File: src/rtl/dma_walk_pkg.sv
package dma_walk_pkg;
   localparam int DESC_WORDS   = 4;
   localparam int DATA_W       = 32;
   localparam int TX_CHAIN_BIT = 20;
   localparam int TX_EOL_BIT   = 21;
   localparam int RX_CHAIN_BIT = 14;
   localparam int RX_EOL_BIT   = 15;

   typedef enum logic [1:0] {
      WK_IDLE  = 2'd0,
      WK_FETCH = 2'd1,
      WK_READY = 2'd2
   } walk_state_t;
endpackage

File: src/rtl/desc_fetch.sv
// Sequential word reader: one outstanding request, captures each word.
module desc_fetch #(
   parameter int ADDR_W = 32,
   parameter int DATA_W = 32,
   parameter int WORDS  = 4
) (
   input  logic                          clk,
   input  logic                          rst_n,
   input  logic                          go,
   input  logic                          clr,
   input  logic [ADDR_W-1:0]             desc_addr,
   output logic                          rd_req,
   output logic [ADDR_W-1:0]             rd_addr,
   input  logic                          rd_ack,
   input  logic [DATA_W-1:0]             rd_data,
   output logic [WORDS-1:0][DATA_W-1:0]  words,
   output logic                          last
);
   localparam int IDX_W = (WORDS > 1) ? $clog2(WORDS) : 1;

   if (WORDS < 2) begin : g_bad_words
      $error("desc_fetch: WORDS must be at least 2");
   end

   logic [IDX_W-1:0] idx_q;
   logic             take;

   assign rd_req  = go;
   assign rd_addr = desc_addr + ADDR_W'({idx_q, 2'b00});
   assign take    = go && rd_ack;
   assign last    = take && (idx_q == IDX_W'(WORDS - 1));

   always_ff @(posedge clk or negedge rst_n) begin
      if (!rst_n) begin
         idx_q <= '0;
      end else if (clr) begin
         idx_q <= '0;
      end else if (take) begin
         idx_q <= last ? '0 : idx_q + 1'b1;
      end
   end

   for (genvar i = 0; i < WORDS; i++) begin : g_word
      logic [DATA_W-1:0] word_q;
      always_ff @(posedge clk or negedge rst_n) begin
         if (!rst_n) begin
            word_q <= '0;
         end else if (take && !clr && idx_q == IDX_W'(i)) begin
            word_q <= rd_data;
         end
      end
      assign words[i] = word_q;
   end
endmodule

File: src/rtl/link_calc.sv
// Next-descriptor address from the control words and the linkage rules.
module link_calc
   import dma_walk_pkg::*;
#(
   parameter int ADDR_W = 32,
   parameter int SKIP_W = 5
) (
   input  logic              rx_list,
   input  logic [DATA_W-1:0] w0,
   input  logic [DATA_W-1:0] w1,
   input  logic [DATA_W-1:0] w3,
   input  logic [ADDR_W-1:0] cur_addr,
   input  logic [ADDR_W-1:0] base_addr,
   input  logic [SKIP_W-1:0] skip_words,
   output logic              chain,
   output logic [ADDR_W-1:0] next_addr
);
   localparam int STRIDE_BYTES = DESC_WORDS * 4;

   logic              eol;
   logic [ADDR_W-1:0] ring_step;
   logic [ADDR_W-1:0] link_ptr;

   if (ADDR_W > DATA_W) begin : g_bad_width
      $error("link_calc: ADDR_W cannot exceed the descriptor word width");
   end

   assign chain     = rx_list ? w1[RX_CHAIN_BIT] : w0[TX_CHAIN_BIT];
   assign eol       = rx_list ? w1[RX_EOL_BIT]   : w0[TX_EOL_BIT];
   assign ring_step = cur_addr + ADDR_W'(STRIDE_BYTES) + ADDR_W'({skip_words, 2'b00});
   assign link_ptr  = {w3[ADDR_W-1:2], 2'b00};

   always_comb begin
      if (chain)    next_addr = link_ptr;
      else if (eol) next_addr = base_addr;
      else          next_addr = ring_step;
   end
endmodule

File: src/rtl/dma_desc_walker.sv
module dma_desc_walker
   import dma_walk_pkg::*;
#(
   parameter int ADDR_W = 32,
   parameter int SKIP_W = 5
) (
   input  logic              clk,
   input  logic              rst_n,
   input  logic              enable,
   input  logic              restart,
   input  logic              rx_list,
   input  logic [ADDR_W-1:0] list_base,
   input  logic [SKIP_W-1:0] skip_len,
   input  logic              desc_done,
   output logic              rd_req,
   output logic [ADDR_W-1:0] rd_addr,
   input  logic              rd_ack,
   input  logic [DATA_W-1:0] rd_data,
   output logic [ADDR_W-1:0] cur_addr,
   output logic              desc_ready,
   output logic              chain_mode,
   output logic [ADDR_W-1:0] buf1_addr,
   output logic [ADDR_W-1:0] buf2_addr,
   output logic              buf2_valid,
   output logic              next_valid,
   output logic [ADDR_W-1:0] next_addr
);
   if (ADDR_W < 12 || ADDR_W > DATA_W) begin : g_bad_addr
      $error("dma_desc_walker: ADDR_W out of range");
   end
   if (SKIP_W < 1 || SKIP_W > 8) begin : g_bad_skip
      $error("dma_desc_walker: SKIP_W out of range");
   end

   walk_state_t                        state_q;
   logic [ADDR_W-1:0]                  cur_q, base_q, next_q;
   logic [SKIP_W-1:0]                  skip_q;
   logic                               rx_q, nv_q;
   logic [DESC_WORDS-1:0][DATA_W-1:0]  words;
   logic                               fetch_last, chain_raw;
   logic [ADDR_W-1:0]                  link_next, base_in;
   logic                               load_base;

   assign base_in   = {list_base[ADDR_W-1:2], 2'b00};
   assign load_base = enable && (restart || state_q == WK_IDLE);

   desc_fetch #(
      .ADDR_W (ADDR_W),
      .DATA_W (DATA_W),
      .WORDS  (DESC_WORDS)
   ) u_fetch (
      .clk       (clk),
      .rst_n     (rst_n),
      .go        (state_q == WK_FETCH),
      .clr       (!enable || restart),
      .desc_addr (cur_q),
      .rd_req    (rd_req),
      .rd_addr   (rd_addr),
      .rd_ack    (rd_ack),
      .rd_data   (rd_data),
      .words     (words),
      .last      (fetch_last)
   );

   link_calc #(
      .ADDR_W (ADDR_W),
      .SKIP_W (SKIP_W)
   ) u_link (
      .rx_list    (rx_q),
      .w0         (words[0]),
      .w1         (words[1]),
      .w3         (words[3]),
      .cur_addr   (cur_q),
      .base_addr  (base_q),
      .skip_words (skip_q),
      .chain      (chain_raw),
      .next_addr  (link_next)
   );

   always_ff @(posedge clk or negedge rst_n) begin
      if (!rst_n) begin
         state_q <= WK_IDLE;
         cur_q   <= '0;
         base_q  <= '0;
         next_q  <= '0;
         skip_q  <= '0;
         rx_q    <= 1'b0;
         nv_q    <= 1'b0;
      end else begin
         nv_q <= 1'b0;
         if (!enable) begin
            state_q <= WK_IDLE;
         end else if (load_base) begin
            if (state_q == WK_IDLE) begin
               skip_q <= skip_len;
               rx_q   <= rx_list;
            end
            cur_q   <= base_in;
            base_q  <= base_in;
            state_q <= WK_FETCH;
         end else begin
            case (state_q)
               WK_FETCH: if (fetch_last) state_q <= WK_READY;
               WK_READY: if (desc_done) begin
                  cur_q   <= link_next;
                  next_q  <= link_next;
                  nv_q    <= 1'b1;
                  state_q <= WK_FETCH;
               end
               default: state_q <= WK_IDLE;
            endcase
         end
      end
   end

   assign cur_addr   = cur_q;
   assign desc_ready = (state_q == WK_READY);
   assign chain_mode = desc_ready && chain_raw;
   assign buf1_addr  = words[2][ADDR_W-1:0];
   assign buf2_addr  = chain_raw ? '0 : words[3][ADDR_W-1:0];
   assign buf2_valid = desc_ready && !chain_raw;
   assign next_valid = nv_q;
   assign next_addr  = next_q;
endmodule

File: config.mk
export PLATFORM = sky130hd
export DESIGN_NAME = dma_desc_walker
export DESIGN_NICKNAME = d
export VERILOG_FILES = /design/src/rtl/dma_walk_pkg.sv /design/src/rtl/desc_fetch.sv /design/src/rtl/link_calc.sv /design/src/rtl/dma_desc_walker.sv
export SDC_FILE = /design/constraint.sdc
export NUM_CORES = 1
export LEC_CHECK = 0
export BUFFER_PORTS_ARGS = -buffer_cell sky130_fd_sc_hd__buf_2
export CORE_UTILIZATION = 38
export CTS_CLUSTER_DIAMETER = 50
export DETAILED_ROUTE_END_ITERATION = 16
export GPL_ROUTABILITY_DRIVEN = 0
export GPL_TIMING_DRIVEN = 0
export REMOVE_ABC_BUFFERS = 1
export SETUP_SLACK_MARGIN = 0.5
export SYNTH_ARGS = -nofsm -noshare
export SYNTH_HDL_FRONTEND = slang
export SYNTH_SLANG_ARGS = --single-unit
File: constraint.sdc
create_clock -name clk -period 3.6 [get_ports clk]
set_input_delay 0.36 -clock clk [delete_from_list [all_inputs] [get_ports clk]]
set_output_delay 0.36 -clock clk [all_outputs]
set_load 0.1 [all_outputs]
==> results.md <==
* I/O pins at around 240
* GRT Max-Usage Layer: met2
* Max Root-Sink Buffers at 2
* Post-synth EDFFs at 0
* DR WL/cell at just under 20 um
* Synth Area in XOR/XNOR at 4.86%
* P&R area growth vs syn at 30.9%
* NumNets Final at ~1.2k
* Maximum vdd drop at about 0.31 mV
* Compound-Gate Fraction of Synth Area at around an eighth
* Row cnt at 55
* Ys flop type: dfrtp_1
* Total congestion overflow at 0
* DRT iter0 DRCs at ~450
* Asr flop ratio synth at between 90% and 100%
* Relative slew slack at 30.0%
* Placed cell count at 1409
* Yosys warnings at 0
* Sink Count at ~170
* Final Hold Fails at 0
* Layout cells sized above 1 at between 30 and 40%
* Commonest non-fill, non-tap cells in the layout: buf_2, dfrtp_1, nand2_1
* Drt drc at 0
* Mean area per synthesized cell at roughly 10 um^2
* Fin cells at around 1.5k
* Multiplexer share of the synthesized area at a little over a tenth
* Die ar. at about 24000 um^2
* CP required at between 3000 and 4000 ps
* Port buffer count at 238
* Final ANT Viol Nets at 0
* Pre-antenna DRT Iters at 5
* Worst-Margin Slew at approximately 1000 ps
* GR Util met3 at between 5 and 6%
* GRT met1 Usage at 31.9%
* RSZ-0062 raised after global routing: yes
* Via count at 7832
* Total GRT Usage at about a quarter
* Worst-path clk slew at 80 ps
* Cell area power density at 498 nW/um^2
* Final worst path period need at ~3200 ps
* Max-Cap Viols at 0
* Setup TNS at 0 ps
* Fin crit share at 88.8%
* DR vias/cell at ~5.3
* Post-synthesis simple-gate area fraction at between 10% and 20%
* Hold Path Class: in2reg
* First-pass GRT wire length at 44300 um
* Tot Pwr at 5.87 mW
* Synthesized area at about 9000 um^2
* DP Area at between 10000 and 15000 um^2
* Critical path class: reg2out
* Commonest non-fill, non-tap cell in the layout: buf_2
* Largest fanout on the critical path at 4
* Vias in the first global route at about 7.8k
* Diodes inserted at 0
* DP HPWL at 19600 um
* Core footprint at between 20000 and 25000 um^2
* Mapped Cells at a little over 900
* Worst path arrival time at ~2800 ps
* Clock root cell: clkbuf_16
* Type of destination of the critical path: output port
* Largest net degree at the start of global routing at 94
* Sequential share of the synthesized area at between 40% and 50%
* Status: finished clean
* Pre-CTS setup slack at -185 ps
* Peak Freq at ~0.31 GHz
* Initial antenna violation count at 0
* Final setup violation count at 0
* Slack of the critical path at 404 ps
* Die width at 156 um
* Worst hold slack at 131 ps
* Max Transition Viols Final at 0
* Leakage power at roughly 6.0 nW
* Starting Density at between 30% and 40%
* CTS tree: built
* CP Launch Type: flip-flop
* H-tree depth at 4
* Clk Latency, worst-skew pair at 440 ps
* Post-synthesis adder-cell area fraction at under 10%
* Met2 Use GR at about two fifths
* Post-synth cell types at 64
* Cts bufs inserted at 17
* Clock skew at between 10 and 15 ps
* Synth Register Bits at about 170
* Layout Utilization at approximately half
* Largest family of logic cells by synthesized area: simple AND/OR/NAND/NOR gates
* Post-route cell area at 11800 um^2
* Drt total wl at approximately 28000 um
* Die Y at about 160 um
[metal layers]
layer | share of wire [%] | wire, um
met1 | 45 | 12800
met3 | 5.8 | 1650
met5 | 0 | 0
met4 | 1.7 | 476
met2 | 48 | 13600
[logic make-up (layout without fill, tap and decap cells)]
family / after synthesis / count (layout)
flip-flops: 173 / 173
AND/OR/NAND/NOR: 331 / 331
AO/OA/AOI/OAI: 174 / 174
buffers and inverters: 82 / 333
adder cells (fa/ha/maj): 18 / 18
XOR/XNOR: 50 / 50
multiplexers: 86 / 86
[synthesized netlist by cell type (6+ instances only)]
master    count  share of area, %
inv_1        17              0.71
buf_4         7              0.58
nor2_1       51               2.1
a21o_1        8              0.67
a31oi_1      10              0.69
nand2_1     161               6.7
and3_1        7              0.49
buf_1        11              0.46
a222oi_1      6              0.67
a211o_1       7              0.68
a211oi_1      7              0.58
a21oi_1      30               1.7
clkbuf_1     42               1.8
nand3_1      29               1.6
o211ai_1     16               1.3
o21ai_0      39               2.2
xnor2_1      30               2.9
ha_1         16               2.2
mux2_2       75               9.4
dfrtp_1     173                48
xor2_1       20               1.9
nand4_1       7              0.49
nor3_1       15              0.83
mux2i_1      11               1.2
and2_1       38               2.6
[state kept, by name, indices dropped and copies added, names as in the netlist]
| register | cells |
|---|---|
| u_fetch.idx_q | 2 |
| next_addr | 32 |
| base_q | 30 |
| state_q | 2 |
| cur_addr | 32 |
| u_fetch.g_word.word_q | 68 |
| rx_q | 1 |
| next_valid | 1 |
| skip_q | 5 |
[critical path, stage by stage, from the launching register on]
cell	delay (ps)
dfrtp_1	380
ha_2	210
inv_2	40
fa_2	330
and3b_2	290
nand3_4	140
or3_4	420
nor3_4	140
xor2_1	190
buf_6	250
[worst paths after layout]
path	from	end	slack [ps]	cells after the start
worst max register to register	cur_addr[3]	cur_addr[27]	620	10
worst max-delay path	cur_addr[2]	rd_addr[22]	400	9
max in group asynchronous	rst_n	cur_addr[11]	2200	3
min in group asynchronous	rst_n	u_fetch.g_word[2].word_q[1]	470	2
worst min-delay path	list_base[6]	base_q[6]	130	3
worst min register to register	next_addr[15]	next_addr[15]	470	1
[power by group]
part,leakage (nW),switching [mW],internal (mW)
logic,3.44,1.33,0.490
registers,2.27,0.162,2.05
clock network,0.279,0.851,0.990
[layout make-up]
class | instances | area, um^2
inverter | 17 | 67.6
clock inverter | 13 | 130
sequential | 173 | 4350
clock buffer | 19 | 443
timing repair buffer | 283 | 1820
fill | 2146 | 11100
multi-input combinational | 659 | 4580
timing repair inverter | 1 | 7.51
tap | 313 | 392
[repair_timing]
action / 4_1_cts / 5_1_grt
hold endpoints to repair: 80 / 0
gates resized for setup: 53 / 42
endpoints found under the setup margin: 53 / 47
buffers inserted: 8 / 27
hold buffers: 1 / 0
cloned: 0 / 1
pin swaps: 7 / 10
No activity file was read; power rests on OpenSTA's default activity.
